**config.mk**
```make
export PLATFORM = sky130hd
export DESIGN_NAME = irqc_top
export DESIGN_NICKNAME = d
export VERILOG_FILES = /design/src/rtl/irqc_pkg.sv /design/src/rtl/irqc_rst_sync.sv /design/src/rtl/irqc_pin_edge.sv /design/src/rtl/irqc_src_route.sv /design/src/rtl/irqc_prio.sv /design/src/rtl/irqc_top.sv
export SDC_FILE = /design/constraint.sdc
export NUM_CORES = 1
export LEC_CHECK = 0
export ABC_AREA = 1
export CAP_MARGIN = 30
export CORE_UTILIZATION = 60
export DETAILED_ROUTE_END_ITERATION = 16
export DONT_BUFFER_PORTS = 1
export GPL_TIMING_DRIVEN = 0
export PLACE_DENSITY = 0.76
export SLEW_MARGIN = 20
export SYNTH_ARGS = -nofsm -noshare
export SYNTH_HDL_FRONTEND = slang
export SYNTH_SLANG_ARGS = --single-unit
```
**constraint.sdc**
```tcl
create_clock -name clk -period 1.8 [get_ports clk]
set_input_delay 0.54 -clock clk [delete_from_list [all_inputs] [get_ports clk]]
set_output_delay 0.54 -clock clk [all_outputs]
set_load 0.05 [all_outputs]
```
**src/rtl/irqc_pkg.sv**
```systemverilog
package irqc_pkg;

  typedef enum logic [1:0] {
    RA_REQ = 2'd0,
    RA_EN  = 2'd1,
    RA_SEL = 2'd2,
    RA_CFG = 2'd3
  } reg_addr_e;

  // position of the pin-select bit in the configuration register
  localparam int unsigned CFG_PINSEL_BIT = 6;

  // number of set bits of m strictly below position pos
  function automatic int unsigned bits_below(input logic [31:0] m, input int unsigned pos);
    int unsigned n;
    n = 0;
    for (int i = 0; i < 32; i++) begin
      if ((i < pos) && m[i]) n++;
    end
    return n;
  endfunction

endpackage

```
**src/rtl/irqc_rst_sync.sv**
```systemverilog
module irqc_rst_sync (
  input  logic clk,
  input  logic rst_n_in,
  output logic rst_n_out
);
  logic stage1_q;
  logic stage2_q;

  always_ff @(posedge clk or negedge rst_n_in) begin
    if (!rst_n_in) begin
      stage1_q <= 1'b0;
      stage2_q <= 1'b0;
    end else begin
      stage1_q <= 1'b1;
      stage2_q <= stage1_q;
    end
  end

  assign rst_n_out = stage2_q;
endmodule

```
**src/rtl/irqc_pin_edge.sv**
```systemverilog
module irqc_pin_edge #(
  parameter int unsigned W = 2
) (
  input  logic         clk,
  input  logic         rst_n,
  input  logic [W-1:0] pin_raw,
  output logic [W-1:0] rise
);
  logic [W-1:0] meta_q;
  logic [W-1:0] sync_q;
  logic [W-1:0] prev_q;

  always_ff @(posedge clk or negedge rst_n) begin
    if (!rst_n) begin
      meta_q <= '0;
      sync_q <= '0;
      prev_q <= '0;
    end else begin
      meta_q <= pin_raw;
      sync_q <= meta_q;
      prev_q <= sync_q;
    end
  end

  assign rise = sync_q & ~prev_q;
endmodule

```
**src/rtl/irqc_src_route.sv**
```systemverilog
module irqc_src_route import irqc_pkg::*; #(
  parameter int unsigned         NSLOT      = 8,
  parameter logic [NSLOT-1:0]    SHARE_MASK = 8'h1F,
  parameter logic [NSLOT-1:0]    EXT_MASK   = 8'h09,
  parameter int unsigned         NEXT       = 2
) (
  input  logic [NEXT-1:0]  rise_a,
  input  logic [NEXT-1:0]  rise_b,
  input  logic             pin_sel,
  input  logic [NSLOT-1:0] src_main,
  input  logic [NSLOT-1:0] src_alt,
  input  logic [NSLOT-1:0] sel_q,
  output logic [NSLOT-1:0] slot_evt
);
  for (genvar s = 0; s < NSLOT; s++) begin : g_slot
    logic primary;
    if (EXT_MASK[s]) begin : g_ext
      localparam int unsigned J = bits_below(32'(EXT_MASK), s);
      assign primary = pin_sel ? rise_b[J] : rise_a[J];
    end else begin : g_int
      assign primary = src_main[s];
    end
    if (SHARE_MASK[s]) begin : g_shr
      assign slot_evt[s] = sel_q[s] ? src_alt[s] : primary;
    end else begin : g_ded
      assign slot_evt[s] = primary;
    end
  end

  logic unused_inputs;
  assign unused_inputs = ^(src_main & EXT_MASK) ^ ^(src_alt & ~SHARE_MASK) ^ ^(sel_q & ~SHARE_MASK);
endmodule

```
**src/rtl/irqc_prio.sv**
```systemverilog
module irqc_prio #(
  parameter int unsigned NSLOT = 8,
  parameter int unsigned IDX_W = 3
) (
  input  logic [NSLOT-1:0] cand,
  output logic             any,
  output logic [IDX_W-1:0] idx
);
  always_comb begin
    any = |cand;
    idx = '0;
    for (int i = NSLOT - 1; i >= 0; i--) begin
      if (cand[i]) idx = IDX_W'(i);
    end
  end
endmodule

```
**src/rtl/irqc_top.sv**
```systemverilog
module irqc_top import irqc_pkg::*; #(
  parameter int unsigned      NSLOT      = 8,
  parameter int unsigned      DATA_W     = 8,
  parameter logic [NSLOT-1:0] SHARE_MASK = 8'h1F,
  parameter logic [NSLOT-1:0] EXT_MASK   = 8'h09,
  localparam int unsigned     NEXT       = bits_below(32'(EXT_MASK), NSLOT),
  localparam int unsigned     IDX_W      = $clog2(NSLOT)
) (
  input  logic              clk,
  input  logic              rst_n,
  input  logic [NEXT-1:0]   pin_a,
  input  logic [NEXT-1:0]   pin_b,
  input  logic [NSLOT-1:0]  src_main,
  input  logic [NSLOT-1:0]  src_alt,
  input  logic              brk_req,
  input  logic [1:0]        reg_addr,
  input  logic              reg_wr,
  input  logic [DATA_W-1:0] reg_wdata,
  output logic [DATA_W-1:0] reg_rdata,
  input  logic              accept,
  input  logic              flag_set,
  input  logic              flag_clr,
  input  logic              flag_restore,
  input  logic              flag_restore_val,
  output logic              irq_pending,
  output logic              irq_is_brk,
  output logic [IDX_W-1:0]  irq_index,
  output logic              irq_block
);
  logic rst_n_s;

  irqc_rst_sync u_rst (
    .clk       (clk),
    .rst_n_in  (rst_n),
    .rst_n_out (rst_n_s)
  );

  // pin edge detection, first pins in the low half, second pins in the high half
  logic [2*NEXT-1:0] rise_all;

  irqc_pin_edge #(.W(2*NEXT)) u_pins (
    .clk     (clk),
    .rst_n   (rst_n_s),
    .pin_raw ({pin_b, pin_a}),
    .rise    (rise_all)
  );

  // architectural state
  logic [NSLOT-1:0] req_q, req_d;
  logic [NSLOT-1:0] en_q,  en_d;
  logic [NSLOT-1:0] sel_q, sel_d;
  logic             pin_sel_q, pin_sel_d;
  logic             blk_q, blk_d;
  logic             req_ce, en_ce, sel_ce, cfg_ce, blk_ce;

  logic [NSLOT-1:0] slot_evt;

  irqc_src_route #(
    .NSLOT      (NSLOT),
    .SHARE_MASK (SHARE_MASK),
    .EXT_MASK   (EXT_MASK),
    .NEXT       (NEXT)
  ) u_route (
    .rise_a   (rise_all[NEXT-1:0]),
    .rise_b   (rise_all[2*NEXT-1:NEXT]),
    .pin_sel  (pin_sel_q),
    .src_main (src_main),
    .src_alt  (src_alt),
    .sel_q    (sel_q),
    .slot_evt (slot_evt)
  );

  logic [NSLOT-1:0] cand;
  logic             win_any;
  logic [IDX_W-1:0] win_idx;

  assign cand = req_q & en_q;

  irqc_prio #(.NSLOT(NSLOT), .IDX_W(IDX_W)) u_prio (
    .cand (cand),
    .any  (win_any),
    .idx  (win_idx)
  );

  // register port decode
  reg_addr_e addr_e;
  logic      wr_req, wr_en, wr_sel, wr_cfg;
  logic      take_slot;

  assign addr_e    = reg_addr_e'(reg_addr);
  assign wr_req    = reg_wr && (addr_e == RA_REQ);
  assign wr_en     = reg_wr && (addr_e == RA_EN);
  assign wr_sel    = reg_wr && (addr_e == RA_SEL);
  assign wr_cfg    = reg_wr && (addr_e == RA_CFG);
  assign take_slot = accept && win_any && !blk_q && !brk_req;

  // next-state logic
  always_comb begin
    req_d = req_q;
    if (wr_req) req_d = req_d & reg_wdata[NSLOT-1:0];
    if (take_slot) req_d[win_idx] = 1'b0;
    req_d  = req_d | slot_evt;
    req_ce = wr_req || take_slot || (|slot_evt);

    en_d  = reg_wdata[NSLOT-1:0];
    en_ce = wr_en;

    sel_d  = reg_wdata[NSLOT-1:0] & SHARE_MASK;
    sel_ce = wr_sel;

    pin_sel_d = reg_wdata[CFG_PINSEL_BIT];
    cfg_ce    = wr_cfg;

    blk_ce = 1'b1;
    if (accept)            blk_d = 1'b1;
    else if (flag_set)     blk_d = 1'b1;
    else if (flag_clr)     blk_d = 1'b0;
    else if (flag_restore) blk_d = flag_restore_val;
    else begin
      blk_d  = blk_q;
      blk_ce = 1'b0;
    end
  end

  // registers
  always_ff @(posedge clk or negedge rst_n_s) begin
    if (!rst_n_s) begin
      req_q     <= '0;
      en_q      <= '0;
      sel_q     <= '0;
      pin_sel_q <= 1'b0;
      blk_q     <= 1'b1;
    end else begin
      if (req_ce) req_q     <= req_d;
      if (en_ce)  en_q      <= en_d;
      if (sel_ce) sel_q     <= sel_d;
      if (cfg_ce) pin_sel_q <= pin_sel_d;
      if (blk_ce) blk_q     <= blk_d;
    end
  end

  // read mux
  always_comb begin
    reg_rdata = '0;
    unique case (addr_e)
      RA_REQ: reg_rdata[NSLOT-1:0] = req_q;
      RA_EN:  reg_rdata[NSLOT-1:0] = en_q;
      RA_SEL: reg_rdata[NSLOT-1:0] = sel_q;
      RA_CFG: reg_rdata[CFG_PINSEL_BIT] = pin_sel_q;
      default: reg_rdata = '0;
    endcase
  end

  // outputs
  assign irq_block   = blk_q;
  assign irq_is_brk  = brk_req;
  assign irq_pending = brk_req || (win_any && !blk_q);
  assign irq_index   = win_idx;

  logic unused_wdata;
  assign unused_wdata = ^reg_wdata;
endmodule

```
==> summary.md, run 1 <==
| Metric | Value |
|---|---|
| WL/cell | `17.76 µm` |
| Total Wirelength | `4778 µm` |
| Nets | `about 280` |
| Residual DRC | `0` |
| CP max stage cell | `dfrtp_1` |
| Sequential cell area fraction in the yosys report | `51.96%` |
| DRT iter0 DRCs | `98` |
| Peak supply drop | `~1.2 mV` |
| Largest net degree at the start of global routing | `36` |
| Final setup viols | `5` |
| Crit path required time | `1260 ps` |
| Num ports | `between 50 and 60` |
| Hold WS | `208.9 ps` |
| Critical path origin | `en_q[6]$_DFFE_PN0P_` |
| CP Cell Sequence | `nand2_2 -> nand3_2 -> nand2_2 -> nand2_2 -> nand2_2 -> nand2_2 -> nand2_2 -> nand2_4 -> clkinvlp_4` |
| Hold Violations, Final | `0` |
| Leak Pwr | `~1.1 nW` |
| Root Driver | `clkbuf_4` |
| First-pass GRT wire length | `6851 µm` |
| Clock slew at reported path FFs | `110 ps` |
| CTS Sinks | `37` |
| CP endpoint kind | `output pin` |
| Synthesis Warnings | `0` |
| Routed vias | `1573` |
| Max Clk Rate | `476.8 MHz` |
| Initial core utilization | `between 60 and 70%` |
| Maximum Capacitance Violations | `0` |
| Final worst path period share | `116.5%` |
| Avg Inst Size Synth | `about 8.7 µm²` |
| Post-Syn Area | `0.001784 mm²` |
| Die width | `56.53 µm` |
| Critical Path Fanout Max | `2` |
| Number of synthesized register bits | `37` |
| Failing checks | `setup timing` |
| Worst R2R Start | `en_q[6]$_DFFE_PN0P_` |
| Crit path top cell by count | `nand2_2` |
| Fillers | `155` |
| Placer Congestion | `0.9093` |
| Rows | `19` |
| CTS tree | `yes` |
| PD cells | `1063 mW/mm²` |
| Minimum clock period | `2097 ps` |
| H-tree Lvls | `2` |
| Commonest non-fill, non-tap cells in the layout | `nand2_1, dfrtp_1, buf_4` |
| Fin. max-slew vios | `0` |
| Antenna diodes | `0` |
| Worst slew pin tran | `741.1 ps` |
| Mapped Cells | `a little over 200` |
| Footprint of the multi-input gates | `957.2 µm²` |
| Hold crit path type | `primary input to flip-flop` |
| Share of cells above drive strength 1 | `around 40%` |
| RSZ-0062 raised after global routing | `true` |
| Net Count, Synth | `245` |
| DRT Pass-1 Iters | `4` |
| Slew headroom | `between 50% and 60%` |
| WS Path Type | `flip-flop to output pin` |
| Synth top area share | `50.49%` |
| Vias/cell | `5.848` |
| Crit path launch type | `flip-flop` |
| Worst slack, placed | `-69.18 ps` |
| GRT overflow | `0` |
| Gr usage total | `28.79%` |
| Run status | `complete, but fails checks` |
| Dpl hpwl | `about 2700 µm` |
| WP data arrival | `1560 ps` |
| Final setup skew | `approximately 6.4 ps` |
| Core area | `0.002781 mm²` |
| IO buf count | `0` |
| Fin worst setup slack | `-297.4 ps` |
| Synth area leader | `dfrtp_1` |
| Area of the die | `0.003196 mm²` |
| Die Y | `56.53 µm` |
| Area grow syn2layout | `29.94%` |
| CTS max path bufs | `2` |
| Slowest stage delay, CP | `between 400 and 500 ps` |
| Tot Pwr | `0.002465 W` |
| Number of distinct library cells after synthesis | `25` |
| Area contributors post-synth | `dfrtp_1, nand2_1, nand3_1, inv_1, o21ai_2` |
| Post-route ant nets | `0` |
| Initial antenna violation count | `0` |
| Min-Delay Startpoint | `pin_b[1]` |
| Vias in the first global route | `1574` |
| Worst skew pair latency | `~350 ps` |
| FF+latch area | `928.4 µm²` |
| Commonest non-fill, non-tap cell in the layout | `nand2_1` |
| Total CTS buffers | `5` |
==> through the flow <==
step	setup TNS (ps)	cell area, µm²	instances	utilization, %
floorplan	0	1784	206	-
global placement	-432.4	1823	237	65.54
detailed placement	-464.7	1824	237	65.59
CTS	-716.6	2125	261	76.38
global route	-1421	2318	269	83.36
finish	-1038	2318	269	83.36
==> routing by layer <==
metal  wire, µm  global-route usage (%)  part of all wire, %  vias up
met1       1781                   34.06                   37      764
li1           -                       -                    -      721
met4        122                   14.29                  2.6        0
met2       2518                   47.56                   53       74
met3        355                   8.525                  7.4       14
met5          0                       0                    0        -
==> report_power, final <==
| part | leakage [nW] | total [W] | switching [W] | internal (W) |
|---|---|---|---|---|
| combinational | 0.681 | 0.000858 | 0.000543 | 0.000314 |
| sequential | 0.422 | 0.00100 | 0.0000929 | 0.000912 |
| clock | 0.0455 | 0.000602 | 0.000271 | 0.000332 |
| total | 1.15 | 0.00246 | 0.000907 | 0.00156 |
==> cell usage after synthesis <==
library cell  number
nor2_1             3
o21ai_0            3
o21ai_2            8
nand2_4            2
mux2i_1            5
dfrtp_1           36
buf_6              1
nand2_2            4
o22ai_1            2
o21ai_1            6
nand4_1            1
nand3_4            1
a22o_1             2
nand2_1           75
conb_1             1
nor2_4             3
buf_4              1
nand3b_1           1
nor2_2             3
inv_2              3
nand3_1           19
o221ai_1           2
a21o_2             1
inv_1             22
dfstp_2            1
==> state kept, by name (all words and copies together) (netlist names) <==
signal and cells:
en_q 8, sel_q 5, u_pins.prev_q 4, u_pins.sync_q 4, u_rst.rst_n_out 1, req_q 8, u_rst.stage1_q 1, irq_block 1
pin_sel_q 1, u_pins.meta_q 4
==> critical path: cells and delay by family (launching register included) <==
kind / cells / cell delay [ps]
buffers and inverters: 1 / 200
DFF: 1 / 430
and+or+nand+nor: 8 / 580
==> kinds of logic (layout without fill, tap and decap cells) <==
logic type	after synthesis	count (layout)	synth area share, %
flops	37	37	51.96
other cells	1	1	0.2102
buf+inv	27	59	6.311
simple gates	112	112	29.10
compound gates	24	24	9.608
mux	5	5	2.805
==> cell type report <==
type / instances / area share (%)
Buffer: 2 / 0.8095
Clock inverter: 1 / 1.295
Clock buffer: 7 / 2.375
Timing Repair Buffer: 24 / 8.041
Sequential cell: 37 / 40.04
Inverter: 25 / 4.479
Tap cell: 31 / 1.673
Multi-Input combinational cell: 142 / 41.28
==> path summary, 6_finish.rpt <==
kind,endpoint,slack (ps),cells past startpoint
max in group asynchronous,en_q[4]$_DFFE_PN0P_,990,0
worst min-delay path,u_pins.meta_q[3]$_DFF_PN0_,210,0
worst min register to register,u_pins.meta_q[3]$_DFF_PN0_,340,0
worst max-delay path,irq_index[0],-300,9
worst max register to register,req_q[1]$_DFFE_PN0P_,150,13
min in group asynchronous,u_pins.meta_q[3]$_DFF_PN0_,340,0
==> what timing repair did <==
item / in CTS / in global routing
setup buffers: 15 / 14
hold endpoints to repair: 2 / 0
gates cloned: 0 / 0
pin swaps: 9 / 18
gates resized for setup: 31 / 28
hold buffers: 1 / 0
setup endpoints to repair: 12 / 10
No activity file was read; power rests on OpenSTA's default activity.
==> run 2, diff against run 1 <==
ABC_CLOCK_PERIOD_IN_PS = 1800   (was default)
==> results of run 2 <==
Same layout as run 1: the final DEF is identical, and so are final timing and power.
==> run 3, diff against run 2 <==
ABC_AREA = default   (was 1)
CORE_ASPECT_RATIO = 0.5   (was default)
==> run 3 against run 2 <==
Compared with the run above:
- the run still ends with setup timing left
- die area is 3.8% lower
- maximum frequency is 4.1% higher
- register-to-register slack worse by 30 ps
- critical path depth is 6 lower
- synthesized cell count is 29% lower
- worst hold slack better by 55 ps
- clock power is 3% lower
- combinational power is 17% lower
- sequential power is 5% higher
- final area is 6.0% lower
- highest routed layer unchanged
==> summary.md, run 3 <==
| Metric | Value |
|---|---|
| Vias/cell | `6.338 (+8.4%)` |
| Commonest non-fill, non-tap cell in the layout | `dfrtp_1` |
| Synth area leader | `dfrtp_1` |
| RSZ-0062 raised after global routing | `true` |
| Largest family of logic cells by synthesized area | `multiplexers` |
| Die Y | `39.71 µm (-30%)` |
| Initial core utilization | `64.37% (+0.22 points)` |
| Peak supply drop | `0.7602 mV (-34%)` |
| CTS tree | `yes` |
| CTS max path bufs | `2 (unchanged)` |
| Area grow syn2layout | `27.64%` |
| Most common cell in the netlist | `dfrtp_1` |
| Routed vias | `1293 (-18%)` |
| Rows | `13 (-6)` |
| PD cells | `1078 mW/mm² (+1.4%)` |
| GRT overflow | `0 (unchanged)` |
| Synth Area in XOR/XNOR | `0% (unchanged)` |
| Asr flop ratio synth | `100.0% (unchanged)` |
| Gr usage total | `25.86% (-2.9 points)` |
| Hold crit path type | `primary input to flip-flop` |
| Crit path launch type | `flip-flop` |
| IO buf count | `0 (unchanged)` |
| Main synth FF type | `dfrtp_1` |
| Crit path required time | `1260 ps (about the same)` |
| Synth Area in Compound Gates | `16.50% (+6.9 points)` |
| Maximum Capacitance Violations | `0 (unchanged)` |
| Final worst path period share | `112.0% (-4.5 points)` |
| Share of cells above drive strength 1 | `43.71% (+3.0 points)` |
| H-tree Lvls | `2 (unchanged)` |
| R2R Setup Slk | `120 ps (-30 ps)` |
| DRT iter0 DRCs | `129 (+32%)` |
| Avg Inst Size Synth | `11.69 µm² (+35%)` |
| Post-route ant nets | `0 (unchanged)` |
| Number of distinct library cells after synthesis | `39 (+56%)` |
| Clock slew at reported path FFs | `90 ps (-20 ps)` |
| First-pass GRT wire length | `5464 µm (-20%)` |
| CP endpoint kind | `output pin` |
| CTS Sinks | `37 (unchanged)` |
| Residual DRC | `0 (unchanged)` |
| Top flop regs | `en_q (8), req_q (8), sel_q (5)` |
| Nets | `205 (-26%)` |
| DRT Pass-1 Iters | `4 (unchanged)` |
| Mapped Cells | `146 (-29%)` |
| Final setup skew | `13.45 ps (+7.069 ps)` |
| Vias in the first global route | `1110 (-29%)` |
| Synth cell count leaders | `dfrtp_1, mux2_2, mux2i_1, nand2_1, o21ai_0` |
| Die width | `77.43 µm (+37%)` |
| Failing checks | `setup timing` |
| Total Wirelength | `3955 µm (-17%)` |
| Area of the die | `0.003075 mm² (-3.8%)` |
| Hold Violations, Final | `0 (unchanged)` |
| Number of synthesized register bits | `37 (unchanged)` |
| Placer Congestion | `0.6915 (-24%)` |
| Initial antenna violation count | `0 (unchanged)` |
| Antenna diodes | `0 (unchanged)` |
| WS Path Type | `flip-flop to output pin` |
| Core area | `0.002651 mm² (-4.7%)` |
| Minimum clock period | `2016 ps (-81.65 ps)` |
| Post-Syn Area | `0.001707 mm² (-4.3%)` |
| Number of synthesized flops with an enable pin | `0 (unchanged)` |
| Final setup viols | `4 (-1)` |
| Commonest non-fill, non-tap cells in the layout | `dfrtp_1, mux2_2, nand2_1` |
| Critical Path Fanout Max | `4 (+2)` |
| Synth top area share | `52.79% (+2.3 points)` |
| Leak Pwr | `0.8833 nW (-23%)` |
| Worst slew pin tran | `754.0 ps (+12.97 ps)` |
| Worst skew pair latency | `300 ps (-50 ps)` |
| Synth Area in Simple Gates | `10.70% (-18 points)` |
| Post-Synth Adder-Cell Area | `0% (unchanged)` |
| Sequential cell area fraction in the yosys report | `54.33% (+2.4 points)` |
| Fin worst setup slack | `-215.8 ps (+81.65 ps)` |
| Post-route cell area | `0.002178 mm² (-6.0%)` |
| Net Count, Synth | `185 (-24%)` |
| Area contributors post-synth | `dfrtp_1, mux2_2, mux2i_1, o21ai_0, nand2_1` |
| Tot Pwr | `0.002348 W (-4.8%)` |
| Largest net degree at the start of global routing | `36 (unchanged)` |
| Max Clk Rate | `496.1 MHz (+4.1%)` |
| Dpl hpwl | `2492 µm (-6.2%)` |
| Num ports | `53 (unchanged)` |
| Root Driver | `clkbuf_8` |
| Run status | `complete, but fails checks` |
| Fin. max-slew vios | `0 (unchanged)` |
| WL/cell | `19.39 µm (+9.1%)` |
| WP data arrival | `1480 ps (-80 ps)` |
| Post-DP Area | `0.001848 mm² (+1.3%)` |
| Slew headroom | `49.73% (-0.86 points)` |
| Synthesis Warnings | `0 (unchanged)` |
| Mux cell area share after synthesis | `16.86% (+14 points)` |
| Total CTS buffers | `5 (unchanged)` |
[run 3: changes by cell type in the layout (fill, tap and decap cells not counted), moves of 6 or more]
cell,delta
nand2_1,-41
nand3_1,-10
nand2_4,-13
buf_4,-12
dfrtp_2,+6
nand2_2,-14
nand3_4,-6
dfrtp_1,-6
mux2_2,+14
inv_1,-16
o21ai_2,-8
[run 3: critical path, cell delays in order (launching register included)]
cell and delay, ps:
dfrtp_2 450, a22oi_2 240, nand2_2 100, a21boi_4 380
[run 3: final cells by class]
| class | instances | area [µm²] |
|---|---|---|
| sequential | 37 | 935.9 |
| tap | 37 | 46.29 |
| clock buffer | 5 | 68.82 |
| multi-input combinational | 104 | 945.9 |
| clock inverter | 3 | 22.52 |
| timing repair buffer | 13 | 107.6 |
| fill | 144 | 473.0 |
| buffer | 4 | 47.55 |
| inverter | 1 | 3.754 |
[run 3: per-layer routing]
metal	up-vias	GRT usage [%]	wire, µm
li1	581	-	-
met1	635	34.12	1831
met2	73	42.48	1802
met3	4	7.674	308
met4	0	7.075	13
met5	-	0	0
[run 3: path summary, 6_finish.rpt]
path,depth (start not counted),end,startpoint
max reg2reg,4,req_q[6]$_DFFE_PN0P_,en_q[5]$_DFFE_PN0P_
max,3,irq_index[1],en_q[5]$_DFFE_PN0P_
min,0,u_pins.meta_q[3]$_DFF_PN0_,pin_b[1]
min in group asynchronous,0,u_pins.meta_q[0]$_DFF_PN0_,u_rst.rst_n_out$_DFF_PN0_
max in group asynchronous,0,en_q[0]$_DFFE_PN0P_,u_rst.rst_n_out$_DFF_PN0_
min reg2reg,0,u_pins.meta_q[0]$_DFF_PN0_,u_rst.rst_n_out$_DFF_PN0_
[run 3: cell families after synthesis]
family | count (synthesis)
AO/OA/AOI/OAI | 39
flip-flops | 37
AND/OR/NAND/NOR | 37
multiplexers | 27
buffers and inverters | 5
other | 1
[run 3: through the flow]
| step | hold slack [ps] | setup WS, ps | utilization [%] | TNS [ps] | cells |
|---|---|---|---|---|---|
| floorplan | 244.4 | -68.22 | - | -110.0 | 146 |
| global placement | 244.5 | -163.1 | 69.66 | -1042 | 183 |
| detailed placement | 244.5 | -169.5 | 69.70 | -1102 | 183 |
| CTS | 262.3 | -188.3 | 79.47 | -715.8 | 201 |
| global route | 253.6 | -259.7 | 82.16 | -1006 | 204 |
| finish | 263.8 | -215.8 | 82.16 | -793.6 | 204 |
[run 3: where the power goes]
part	leakage, nW	switching (W)	internal [W]
logic	0.427	0.000413	0.000300
clock network	0.0481	0.000312	0.000274
registers	0.408	0.000123	0.000926
total	0.883	0.000847	0.00150
[run 3: timing repair]
| item | CTS | global route |
|---|---|---|
| hold buffers | 1 | 0 |
| pin swaps | 10 | 8 |
| endpoints found under the hold margin | 2 | 0 |
| resized for setup | 20 | 14 |
| buffers inserted | 9 | 3 |
| endpoints found under the setup margin | 13 | 8 |
